==> src/rtl/pmc_pkg.sv <==
// Package: shared state encoding and divider helpers for the power mode sequencer.
// Assumes the status code values are visible to software and must not change.
package pmc_pkg;
    typedef enum logic [1:0] {
        PM_RUN  = 2'b00,
        PM_WAIT = 2'b01,
        PM_HALT = 2'b10
    } pm_mode_e;

    localparam int DIV_CODE_W = 2;
endpackage

==> src/rtl/pmc_mode_fsm.sv <==
// Module: pmc_mode_fsm
// Holds the operating state and applies the transition rules: run to wait on a wait
// request, run to halt on a halt request with the watchdog off (otherwise wait),
// wait to run on an acknowledged interrupt, and halt left only by reset.
// Assumes request strobes and interrupt lines are synchronous to clk.
module pmc_mode_fsm
    import pmc_pkg::*;
(
    input  logic     clk,
    input  logic     rst_n,
    input  logic     wfi_req,
    input  logic     halt_req,
    input  logic     wdog_en,
    input  logic     irq_req,
    input  logic     irq_ack,
    output pm_mode_e mode_q
);
    pm_mode_e mode_d;

    // Next-state decision; halt request outranks wait request.
    always_comb begin
        mode_d = mode_q;
        unique case (mode_q)
            PM_RUN: begin
                if (halt_req)
                    mode_d = wdog_en ? PM_WAIT : PM_HALT;
                else if (wfi_req)
                    mode_d = PM_WAIT;
            end
            PM_WAIT: begin
                if (irq_req && irq_ack)
                    mode_d = PM_RUN;
            end
            PM_HALT: mode_d = PM_HALT;
            default: mode_d = PM_RUN;
        endcase
    end

    // State register with synchronous reset to run.
    always_ff @(posedge clk) begin
        if (!rst_n)
            mode_q <= PM_RUN;
        else
            mode_q <= mode_d;
    end

    a_r6_halt_sticky: assert property (@(posedge clk) disable iff (!rst_n)
        (mode_q == PM_HALT) |=> (mode_q == PM_HALT));

    a_r4_irq_wake: assert property (@(posedge clk) disable iff (!rst_n)
        (mode_q == PM_WAIT && irq_req && irq_ack) |=> (mode_q == PM_RUN));

    a_r7_wdog_keeps_wait: assert property (@(posedge clk) disable iff (!rst_n)
        (mode_q == PM_RUN && halt_req && wdog_en) |=> (mode_q == PM_WAIT));

    a_r5_halt_entry: assert property (@(posedge clk) disable iff (!rst_n)
        (mode_q == PM_RUN && halt_req && !wdog_en) |=> (mode_q == PM_HALT));

    a_r11_wait_ignores_req: assert property (@(posedge clk) disable iff (!rst_n)
        (mode_q == PM_WAIT && !(irq_req && irq_ack)) |=> (mode_q == PM_WAIT));

    a_r10_reset_run: assert property (@(posedge clk)
        (!rst_n) |=> (mode_q == PM_RUN));
endmodule

==> src/rtl/pmc_clk_div.sv <==
// Module: pmc_clk_div
// Holds the software divider code and produces a one-cycle enable pulse once every
// 2**code cycles while in wait. The counter is held at zero outside wait, so the
// first pulse lands on the Nth wait cycle. Writes are taken only when wr_ok is high.
// Assumes wr_ok is high only in run mode.
module pmc_clk_div #(
    parameter int CODE_W = 2
) (
    input  logic              clk,
    input  logic              rst_n,
    input  logic              in_wait,
    input  logic              wr_ok,
    input  logic              div_wr,
    input  logic [CODE_W-1:0] div_sel,
    output logic              tick
);
    localparam int N_CODES = 1 << CODE_W;
    localparam int CNT_W   = (N_CODES > 1) ? (N_CODES - 1) : 1;

    logic [CODE_W-1:0] code_q;
    logic [CNT_W-1:0]  cnt_q;
    logic [CNT_W-1:0]  lim;

    // Terminal count for the selected ratio (ratio minus one).
    always_comb lim = CNT_W'((64'd1 << code_q) - 64'd1);

    // Divider code register; software may change it only from run.
    always_ff @(posedge clk) begin
        if (!rst_n)
            code_q <= '0;
        else if (div_wr && wr_ok)
            code_q <= div_sel;
    end

    // Phase counter, running only in wait and wrapping at the terminal count.
    always_ff @(posedge clk) begin
        if (!rst_n || !in_wait)
            cnt_q <= '0;
        else if (cnt_q == lim)
            cnt_q <= '0;
        else
            cnt_q <= cnt_q + 1'b1;
    end

    // Pulse on the terminal count while waiting.
    always_comb tick = in_wait && (cnt_q == lim);

    a_r9_code_hold: assert property (@(posedge clk) disable iff (!rst_n)
        (!wr_ok) |=> $stable(code_q));

    a_r3_tick_only_wait: assert property (@(posedge clk) disable iff (!rst_n)
        tick |-> in_wait);

    a_r3_cnt_in_range: assert property (@(posedge clk) disable iff (!rst_n)
        (cnt_q <= lim) || !in_wait);
endmodule

==> src/rtl/pmc_out_gate.sv <==
// Module: pmc_out_gate
// Turns the state and the divider pulse into the clock enables, the pad float control
// and the status code. Purely combinational.
// Assumes tick is low outside wait.
module pmc_out_gate
    import pmc_pkg::*;
(
    input  pm_mode_e    mode,
    input  logic        tick,
    output logic        cpu_en,
    output logic        per_en,
    output logic        intc_en,
    output logic        hiz,
    output logic [1:0]  stat
);
    // Enable selection per state.
    always_comb begin
        cpu_en = 1'b0;
        per_en = 1'b0;
        hiz    = 1'b0;
        unique case (mode)
            PM_RUN:  begin cpu_en = 1'b1; per_en = 1'b1; end
            PM_WAIT: per_en = tick;
            PM_HALT: hiz = 1'b1;
            default: begin cpu_en = 1'b1; per_en = 1'b1; end
        endcase
        intc_en = per_en;
        stat    = mode;
    end
endmodule

==> src/rtl/pwr_mode_ctrl.sv <==
// Module: pwr_mode_ctrl (top)
// Power mode sequencer: run / wait-for-interrupt / halt, with a divided peripheral
// rate in wait and pads floated in halt. Enables are synchronous clock enables.
// Assumes all inputs are synchronous to clk.
module pwr_mode_ctrl
    import pmc_pkg::*;
#(
    parameter int CODE_W = DIV_CODE_W
) (
    input  logic              clk,
    input  logic              rst_n,
    input  logic              wfi_req,
    input  logic              halt_req,
    input  logic              irq_req,
    input  logic              irq_ack,
    input  logic              wdog_en,
    input  logic              div_wr,
    input  logic [CODE_W-1:0] div_sel,
    output logic              cpu_clk_en,
    output logic              per_clk_en,
    output logic              intc_clk_en,
    output logic              io_hiz,
    output logic [1:0]        mode_stat
);
    pm_mode_e mode_q;
    logic     div_tick;

    pmc_mode_fsm u_fsm (
        .clk      (clk),
        .rst_n    (rst_n),
        .wfi_req  (wfi_req),
        .halt_req (halt_req),
        .wdog_en  (wdog_en),
        .irq_req  (irq_req),
        .irq_ack  (irq_ack),
        .mode_q   (mode_q)
    );

    pmc_clk_div #(.CODE_W(CODE_W)) u_div (
        .clk     (clk),
        .rst_n   (rst_n),
        .in_wait (mode_q == PM_WAIT),
        .wr_ok   (mode_q == PM_RUN),
        .div_wr  (div_wr),
        .div_sel (div_sel),
        .tick    (div_tick)
    );

    pmc_out_gate u_out (
        .mode    (mode_q),
        .tick    (div_tick),
        .cpu_en  (cpu_clk_en),
        .per_en  (per_clk_en),
        .intc_en (intc_clk_en),
        .hiz     (io_hiz),
        .stat    (mode_stat)
    );

    a_r2_wait_cpu_off: assert property (@(posedge clk) disable iff (!rst_n)
        (mode_stat == 2'b01) |-> (!cpu_clk_en && !io_hiz));

    a_r5_halt_outputs: assert property (@(posedge clk) disable iff (!rst_n)
        (mode_stat == 2'b10) |-> (io_hiz && !cpu_clk_en && !per_clk_en && !intc_clk_en));

    a_r1_run_outputs: assert property (@(posedge clk) disable iff (!rst_n)
        (mode_stat == 2'b00) |-> (cpu_clk_en && per_clk_en && intc_clk_en && !io_hiz));
endmodule

==> config.mk <==
export PLATFORM = sky130hd
export DESIGN_NAME = pwr_mode_ctrl
export DESIGN_NICKNAME = d
export VERILOG_FILES = /design/src/rtl/pmc_pkg.sv /design/src/rtl/pmc_mode_fsm.sv /design/src/rtl/pmc_clk_div.sv /design/src/rtl/pmc_out_gate.sv /design/src/rtl/pwr_mode_ctrl.sv
export SDC_FILE = /design/constraint.sdc
export NUM_CORES = 1
export LEC_CHECK = 0
export BUFFER_PORTS_ARGS = -buffer_cell sky130_fd_sc_hd__buf_4
export CORE_AREA = 2 2 39 41
export CTS_CLUSTER_SIZE = 25
export DETAILED_ROUTE_END_ITERATION = 12
export DIE_AREA = 0 0 41 43
export PLACE_DENSITY = 0.56
export SLEW_MARGIN = 40
export SYNTH_ARGS = -nofsm -noshare
export SYNTH_HDL_FRONTEND = slang
export SYNTH_HIERARCHICAL = 1
export SYNTH_SLANG_ARGS = --single-unit
==> constraint.sdc <==
create_clock -name clk -period 1.86 [get_ports clk]
set_input_delay 0.093 -clock clk [delete_from_list [all_inputs] [get_ports clk]]
set_output_delay 0.093 -clock clk [all_outputs]
set_load 0.005 [all_outputs]
==> summary.md, run 1 <==
| Metric | Value |
|---|---|
| Buf/Inv on CP | 2 |
| Worst EP arrival | 1.77 ns |
| CP Capture Type | output pin |
| Die X | 41 um |
| Post-CTS Setup Inserts | 0 |
| Cts-stage hold buffer count | 0 |
| Reg2reg setup slack | 0.61 ns |
| Pins Over Slew Limit | 0 |
| Most frequent cells in the layout | buf_4 (16), inv_1 (5), nand2_1 (4), ha_1 (4) |
| Switch Pwr | 0.106 mW |
| #FFs+latches synth | 7 |
| Die area | 0.00176 mm2 |
| Later-pin clock latency in the skew report | 0.25 ns |
| Slew Limit Headroom | 67.5% |
| RSZ-0062 raised after global routing | yes |
| Worst-Margin Slew | 0.482 ns |
| Pint | 0.299 mW |
| VDD IR-drop max | 343 uV |
| Die Y | 43 um |
| CP top delay family | simple AND/OR/NAND/NOR gates |
| Mean routed wirelength per cell | 10.4 um |
| Sequential Power Share | 41.8% |
| CP max-delay cell | or4b_4 |
| Post-Syn Area | 435 um2 |
| Syn. warnings | 6 |
| Hold Vio Cnt, Final | 0 |
| CP max FO | 5 |
| Most common cell after layout, fill and taps aside | buf_4 |
| Ports | 16 |
| Grt total ovfl | 0 |
| Syn avg cell area | 9.26 um2 |
| DRC errors left | 0 |
| Starting density of the core | 31.5% |
| Vias in the first global route | 336 |
| Min Tclk post-route | 1.87 ns |
| Detail Route Antenna Nets | 0 |
| Crit path kind | register to output pin |
| Worst setup SP type | register |
| Comb pwr share | 23.9% |
| Post-Syn Nets | 61 |
| CP Data Required Time | 1.77 ns |
| HP Class | primary input to register |
| Number of buffers added on ports | 15 |
| Worst setup margin | -0.00650 ns |
| Sw Ratio | 26.2% |
| Row Count | 14 |
| Detailed-placement wirelength estimate | 636 um |
| Largest net degree at the start of global routing | 9 |
| Area Overhead vs Synth | 40.5% |
| Cell count after synthesis | 47 |
| GR peak layer | met2 |
| Final Power | 0.406 mW |
| Root Buffer | clkbuf_4 |
| Number of buffers created by CTS | 3 |
| Final net count | 79 |
| GP Congestion | 0.605 |
| DR vias/cell | 4.79 |
| Core area | 0.00138 mm2 |
| CTS tree | yes |
| Failing checks | negative setup slack |
| WHS | 0.107 ns |
| Seq/Total Area, Yosys | 32.2% |
| Max Clock Skew | 0.00565 ns |
| Fmax | 536 MHz |
| H-tree depth | 1 |
| Status | complete, but fails checks |
| Reg clk slew, reported paths | 0.05 ns |
| Met1 global-route usage | 14.5% |
| Final TNS setup | -0.0109 ns |
| Maxcap violations | 0 |
| Clock Power Share | 34.3% |
| Ant. Diodes | 0 |
| Crit path cell chain | or4b_4, nand4_4, and3_4, inv_2, mux2i_2, buf_4 |
| First-pass GRT wire length | 1380 um |
| Share of post-route cells with drive strength above 1 | 48.4% |
| PwrDens | 663 mW/mm2 |
| Final core occ | 44.2% |
| Initial antenna violation count | 0 |
| DRT Pass-1 Iters | 2 |
| Total vias in the final route | 383 |
| Clock Sinks | 7 |
| Clk buf depth | 2 |
| Yosys cell types | 22 |
| GR met3 Demand/Resource | 7.85% |
| M2 GR Usage | 15.9% |
| Post-Route WL | 834 um |
| Final setup violation count | 2 |
| Tcrit/Tclk final | 100% |
| Static leakage | 0.269 nW |
| Gr usage total | 12.1% |
| CP max stage delay | 0.55 ns |
| DR iter-0 viols | 6 |
[layer usage]
metal | share of wire, % | routed length [um]
met1 | 43 | 361
met2 | 52 | 431
met3 | 3.7 | 31
met4 | 1.2 | 10
met5 | 0 | 0
[through the flow]
step / std cells / setup WS [ns] / instance area [um2]
3_5_place_dp: 76 / 0.276 / 553
5_1_grt: 80 / -0.0829 / 612
6_report: 80 / -0.00650 / 612
2_1_floorplan: 47 / 0.299 / 435
4_1_cts: 80 / 0.00399 / 586
3_3_place_gp: 76 / 0.285 / 553
[cells by family after synthesis]
group           share of synthesized area (%)
simple gates                             25.3
buf+inv                                  10.3
compound gates                           14.1
flops                                    32.2
fa+ha+maj                                11.5
mux                                      4.60
xor+xnor                                 2.01
[final timing paths]
kind | startpoint | cells past startpoint | to
worst min register to register | u_div/code_q[1]$_SDFFE_PN0P_ | 2 | u_div/code_q[1]$_SDFFE_PN0P_
worst max-delay path | u_div/code_q[1]$_SDFFE_PN0P_ | 6 | intc_clk_en
worst min-delay path | div_sel[1] | 3 | u_div/code_q[1]$_SDFFE_PN0P_
worst max register to register | u_div/code_q[0]$_SDFFE_PN0P_ | 3 | u_div/cnt_q[2]$_SDFF_PP0_
[power by group through the flow]
| stage | clock [mW] | combinational (mW) | sequential (mW) |
|---|---|---|---|
| 2_1_floorplan | 0 | 0.0514 | 0.169 |
| 3_3_place_gp | 0 | 0.0883 | 0.173 |
| 3_5_place_dp | 0 | 0.0894 | 0.173 |
| 4_1_cts | 0.145 | 0.0908 | 0.170 |
| 5_1_grt | 0.156 | 0.107 | 0.171 |
| 6_report | 0.139 | 0.0971 | 0.170 |
[flip-flops by register name, indices dropped and copies added, names as in the netlist]
register	count
u_div/cnt_q	3
u_div/code_q	2
u_fsm/mode_q	2
[synthesized netlist by cell type]
library cell,count,area [um2]
dfxtp_1,7,140
inv_1,6,22.5
ha_1,4,50.1
nand2_1,4,15.0
buf_4,3,22.5
nand3_1,3,15.0
a21boi_0,2,15.0
and3_1,2,12.5
mux2i_1,2,20.0
nor2_1,2,7.51
a2111oi_2,1,15.0
a211oi_1,1,7.51
a21oi_1,1,5.00
nand4_1,1,6.26
nand4_2,1,12.5
nor2b_1,1,6.26
nor2b_4,1,13.8
o211a_1,1,10.0
o41ai_1,1,8.76
or4b_1,1,10.0
or4bb_1,1,11.3
xnor2_1,1,8.76
[area by class of cell]
class | instances | area, um2
fill | 145 | 772
multi-input combinational | 31 | 275
sequential | 7 | 148
timing repair buffer | 16 | 120
clock buffer | 4 | 26.3
inverter | 6 | 22.5
tap | 16 | 20.0
[what timing repair did]
item | 4_1_cts | 5_1_grt
endpoints found under the hold margin | 0 | 0
cloned | 0 | 0
gates resized for setup | 3 | 8
endpoints found under the setup margin | 2 | 2
pin swaps | 0 | 3
[worst min-delay path, stage by stage]
cell	delay, ns
buf_4	0.11
nand3_1	0.05
a21boi_0	0.06
(Power assumes the default switching activity.)
==> run 2: changes to the inputs <==
--- a/config.mk
+++ b/config.mk
@@ -10,7 +10,7 @@
 export CTS_CLUSTER_SIZE = 25
 export DETAILED_ROUTE_END_ITERATION = 12
 export DIE_AREA = 0 0 41 43
-export PLACE_DENSITY = 0.56
+export PLACE_DENSITY = 0.57
 export SLEW_MARGIN = 40
 export SYNTH_ARGS = -nofsm -noshare
 export SYNTH_HDL_FRONTEND = slang
==> summary.md, run 2 (synthesis results as in run 1) <==
| Metric | Value |
|---|---|
| Status | complete, but fails checks |
| Failing checks | negative setup slack |
| Hold Vio Cnt, Final | 0 |
| First-pass GRT wire length | 1330 um |
| Clk buf depth | 2 |
| Die Y | 43 um |
| H-tree depth | 1 |
| CP Data Required Time | 1.77 ns |
| DR vias/cell | 4.62 |
| Later-pin clock latency in the skew report | 0.25 ns |
| Die area | 0.00176 mm2 |
| Detail Route Antenna Nets | 0 |
| HP Class | primary input to register |
| Die X | 41 um |
| Ant. Diodes | 0 |
| Tcrit/Tclk final | 101% |
| Min Tclk post-route | 1.88 ns |
| Largest register FFs | 3 |
| Clock Sinks | 7 |
| Number of buffers created by CTS | 3 |
| Slew Limit Headroom | 69.9% |
| Ports | 16 |
| Root Buffer | clkbuf_4 |
| CP max stage delay | 0.54 ns |
| Share of post-route cells with drive strength above 1 | 47.7% |
| Final instance area | 618 um2 |
| Core area | 0.00138 mm2 |
| Biggest regs | u_div/cnt_q (3), u_div/code_q (2), u_fsm/mode_q (2) |
| Total vias in the final route | 374 |
| Worst setup margin | -0.0155 ns |
| Most common cell after layout, fill and taps aside | buf_4 |
| Most flop-heavy register | u_div/cnt_q |
| PwrDens | 650 mW/mm2 |
| Grt total ovfl | 0 |
| VDD IR-drop max | 510 uV |
| CP max FO | 5 |
| Fmax | 533 MHz |
| Worst EP arrival | 1.78 ns |
| CP max-delay cell | or4bb_4 |
| Row Count | 14 |
| Reg clk slew, reported paths | 0.05 ns |
| Worst setup SP type | register |
| Initial antenna violation count | 0 |
| Starting density of the core | 31.5% |
| DR iter-0 viols | 7 |
| CP Capture Type | output pin |
| Detailed-placement wirelength estimate | 647 um |
| Number of buffers added on ports | 15 |
| Post-Route WL | 833 um |
| Crit path cell chain | or4bb_4, nand4_4, and3_4, inv_2, mux2i_2, buf_4 |
| Most frequent cells in the layout | buf_4 (17), inv_1 (5), nand2_1 (4), ha_1 (4), dfxtp_1 (4) |
| Max Clock Skew | 0.00397 ns |
| Static leakage | 0.272 nW |
| Worst-Margin Slew | 0.445 ns |
| Final net count | 80 |
| RSZ-0062 raised after global routing | yes |
| Crit path kind | register to output pin |
| Final setup violation count | 2 |
| Gr usage total | 12.1% |
| CTS tree | yes |
| FILL cells | 142 |
| Area Overhead vs Synth | 42.0% |
| DRC errors left | 0 |
| Largest net degree at the start of global routing | 9 |
| DRT Pass-1 Iters | 3 |
| Pins Over Slew Limit | 0 |
| WHS | 0.115 ns |
| GP Congestion | 0.662 |
| Vias in the first global route | 326 |
| Maxcap violations | 0 |
| Mean routed wirelength per cell | 10.3 um |
| Placed Area | 553 um2 |
run 2: cell count changes in the layout (fill, tap and decap cells not counted), sizes merged:
cell  change
buf       +1
run 2: area by class of cell:
cell class                 instances  area (um2)  share of cell area (%)
sequential                         7         146                    23.7
timing repair buffer              17         128                    20.6
inverter                           6        22.5                    3.64
tap                               16        20.0                    3.24
clock buffer                       4        26.3                    4.25
multi-input combinational         31         275                    44.5
run 2: metrics by stage:
stage	utilization (%)	instances	setup WS, ns	total power, mW	setup TNS [ns]
3_5_place_dp	40.0	76	0.261	0.261	0
6_report	44.7	81	-0.0155	0.402	-0.0302
3_3_place_gp	40.0	76	0.285	0.261	0
4_1_cts	42.0	80	0.0000996	0.401	0
2_1_floorplan	-	47	0.299	0.221	0
5_1_grt	44.7	81	-0.0868	0.433	-0.173
run 2: where the power goes:
| group | switching, mW | leakage, nW | internal (mW) |
|---|---|---|---|
| clock | 0.0534 | 0.0150 | 0.0817 |
| combinational | 0.0367 | 0.198 | 0.0605 |
| sequential | 0.0123 | 0.0589 | 0.157 |
| total | 0.102 | 0.272 | 0.299 |
run 2: timing repair:
action | in CTS | in global routing
hold buffers | 0 | 0
endpoints found under the setup margin | 2 | 2
pin swaps | 1 | 4
resized for setup | 2 | 8
setup buffers | 0 | 1
run 2: final timing paths:
path,from,to,slack [ns],cells past startpoint
worst max-delay path,u_div/code_q[1]$_SDFFE_PN0P_,per_clk_en,-0.02,6
worst min-delay path,div_sel[0],u_div/code_q[0]$_SDFFE_PN0P_,0.11,3
worst max register to register,u_div/code_q[1]$_SDFFE_PN0P_,u_div/cnt_q[2]$_SDFF_PP0_,0.55,4
worst min register to register,u_div/code_q[1]$_SDFFE_PN0P_,u_div/code_q[1]$_SDFFE_PN0P_,0.51,2
run 2: per-layer routing:
layer	wire length (um)	GRT usage [%]	share of wire (%)
met5	0	0	0
met4	0	4.00	0
met3	44	9.42	5.3
met2	421	17.5	51
met1	367	12.9	44
run 2: worst max-delay path, delay by kind of cell, from the launching register on:
family	cells	cell delay, ns
buffers and inverters	2	0.17
flip-flops	1	0.36
multiplexers	1	0.16
AND/OR/NAND/NOR	3	0.84
==> run 3: changes to the inputs <==
--- a/config.mk
+++ b/config.mk
@@ -11,6 +11,7 @@
 export DETAILED_ROUTE_END_ITERATION = 12
 export DIE_AREA = 0 0 41 43
 export PLACE_DENSITY = 0.57
+export RECOVER_POWER = 50
 export SLEW_MARGIN = 40
 export SYNTH_ARGS = -nofsm -noshare
 export SYNTH_HDL_FRONTEND = slang
==> summary.md, run 3 (synthesis results as in run 1) <==
| Metric | Value |
|---|---|
| Final setup violation count | 2 |
| VDD IR-drop max | 509 uV |
| Cells on worst reg2reg path | 4 |
| DR iter-0 viols | 5 |
| DRT Pass-1 Iters | 3 |
| Worst EP arrival | 1.78 ns |
| Root Buffer | clkbuf_4 |
| Vias in the first global route | 326 |
| Detail Route Antenna Nets | 0 |
| Worst-Margin Slew | 0.445 ns |
| Hold Vio Cnt, Final | 0 |
| Crit path kind | register to output pin |
| Total vias in the final route | 376 |
| Slew Limit Headroom | 69.9% |
| Later-pin clock latency in the skew report | 0.25 ns |
| Starting density of the core | 31.5% |
| Area Overhead vs Synth | 40.5% |
| Final net count | 80 |
| Ant. Diodes | 0 |
| GP Congestion | 0.662 |
| HP Class | primary input to register |
| Worst setup SP type | register |
| Share of post-route cells with drive strength above 1 | 46.2% |
| WHS | 0.115 ns |
| Min Tclk post-route | 1.88 ns |
| DR vias/cell | 4.64 |
| H-tree depth | 1 |
| Gr usage total | 12.1% |
| Die X | 41 um |
| Fmax | 533 MHz |
| Final std cells w/o fill | 81 |
| Core area | 0.00138 mm2 |
| Row Count | 14 |
| Most common cell after layout, fill and taps aside | buf_4 |
| RSZ-0062 raised after global routing | yes |
| CP Data Required Time | 1.77 ns |
| Initial antenna violation count | 0 |
| Ports | 16 |
| Hold Path Depth | 3 |
| DRC errors left | 0 |
| First-pass GRT wire length | 1330 um |
| Die area | 0.00176 mm2 |
| Pins Over Slew Limit | 0 |
| Most frequent cells in the layout | buf_4 (15), clkbuf_4 (5), inv_1 (5) |
| Die Y | 43 um |
| Reg clk slew, reported paths | 0.05 ns |
| Worst setup margin | -0.0157 ns |
| Placed cells | 76 |
| Largest register FFs | 3 |
| Status | complete, but fails checks |
| Clk buf depth | 2 |
| Grt total ovfl | 0 |
| Cts-stage hold buffer count | 0 |
| Detailed-placement wirelength estimate | 647 um |
| Final Power | 0.398 mW |
| Largest net degree at the start of global routing | 9 |
| Mean routed wirelength per cell | 10.3 um |
| Post-Route WL | 838 um |
| Number of buffers added on ports | 15 |
| CTS tree | yes |
| Maxcap violations | 0 |
| CP max FO | 5 |
| Tcrit/Tclk final | 101% |
| Failing checks | negative setup slack |
| Biggest regs | u_div/cnt_q (3), u_div/code_q (2), u_fsm/mode_q (2) |
| Most flop-heavy register | u_div/cnt_q |
| PwrDens | 651 mW/mm2 |
| Max Clock Skew | 0.00382 ns |
| Static leakage | 0.270 nW |
| CP Capture Type | output pin |
| Number of buffers created by CTS | 3 |
| Clock Sinks | 7 |
-- run 3: final cells by class --
type | instances | area [um2]
fillers | 144 | 772
multi-input cells | 31 | 269
flip-flops and latches | 7 | 146
repair buffers | 17 | 128
clock buffers | 4 | 26.3
inverters | 6 | 22.5
well taps | 16 | 20.0
-- run 3: power by group --
| group | internal (mW) | total (mW) | switching [mW] |
|---|---|---|---|
| Sequential | 0.157 | 0.169 | 0.0118 |
| Combinational | 0.0587 | 0.0941 | 0.0354 |
| Clock | 0.0817 | 0.135 | 0.0535 |
| Total | 0.298 | 0.398 | 0.101 |
-- run 3: worst paths after layout --
kind | from | endpoint | slack, ns
setup / recovery | u_div/code_q[1]$_SDFFE_PN0P_ | per_clk_en | -0.02
hold / removal | div_sel[0] | u_div/code_q[0]$_SDFFE_PN0P_ | 0.11
setup reg to reg | u_div/code_q[1]$_SDFFE_PN0P_ | u_div/cnt_q[2]$_SDFF_PP0_ | 0.55
hold reg to reg | u_div/code_q[1]$_SDFFE_PN0P_ | u_div/code_q[1]$_SDFFE_PN0P_ | 0.51
-- run 3: what timing repair did --
action	in CTS	in global routing
pin swaps	1	4
setup endpoints to repair	2	2
gates resized for setup	2	8
buffers inserted	0	1
-- run 3: worst max-delay path, stage by stage (launching register included) --
cell	delay [ns]
dfxtp_4	0.36
or4bb_4	0.54
nand4_4	0.12
and3_4	0.18
inv_2	0.03
mux2i_2	0.16
buf_4	0.14
-- run 3: metal layers --
metal  vias up  routed length, um  track usage (%)
met5         -                  0                0
met1       168                364             12.9
met3         0                 44             9.42
met4         0                  0             4.00
li1        198                  -                -
met2        10                429             17.5
-- run 3: stage by stage --
step | instance area (um2) | setup TNS (ns) | setup slack (ns) | utilization (%)
after floorplan | 435 | 0 | 0.299 | -
after global placement | 553 | 0 | 0.285 | 40.0
after detailed placement | 553 | 0 | 0.261 | 40.0
after CTS | 582 | 0 | 0.0000996 | 42.0
after global routing | 612 | -0.173 | -0.0868 | 44.2
final | 612 | -0.0306 | -0.0157 | 44.2
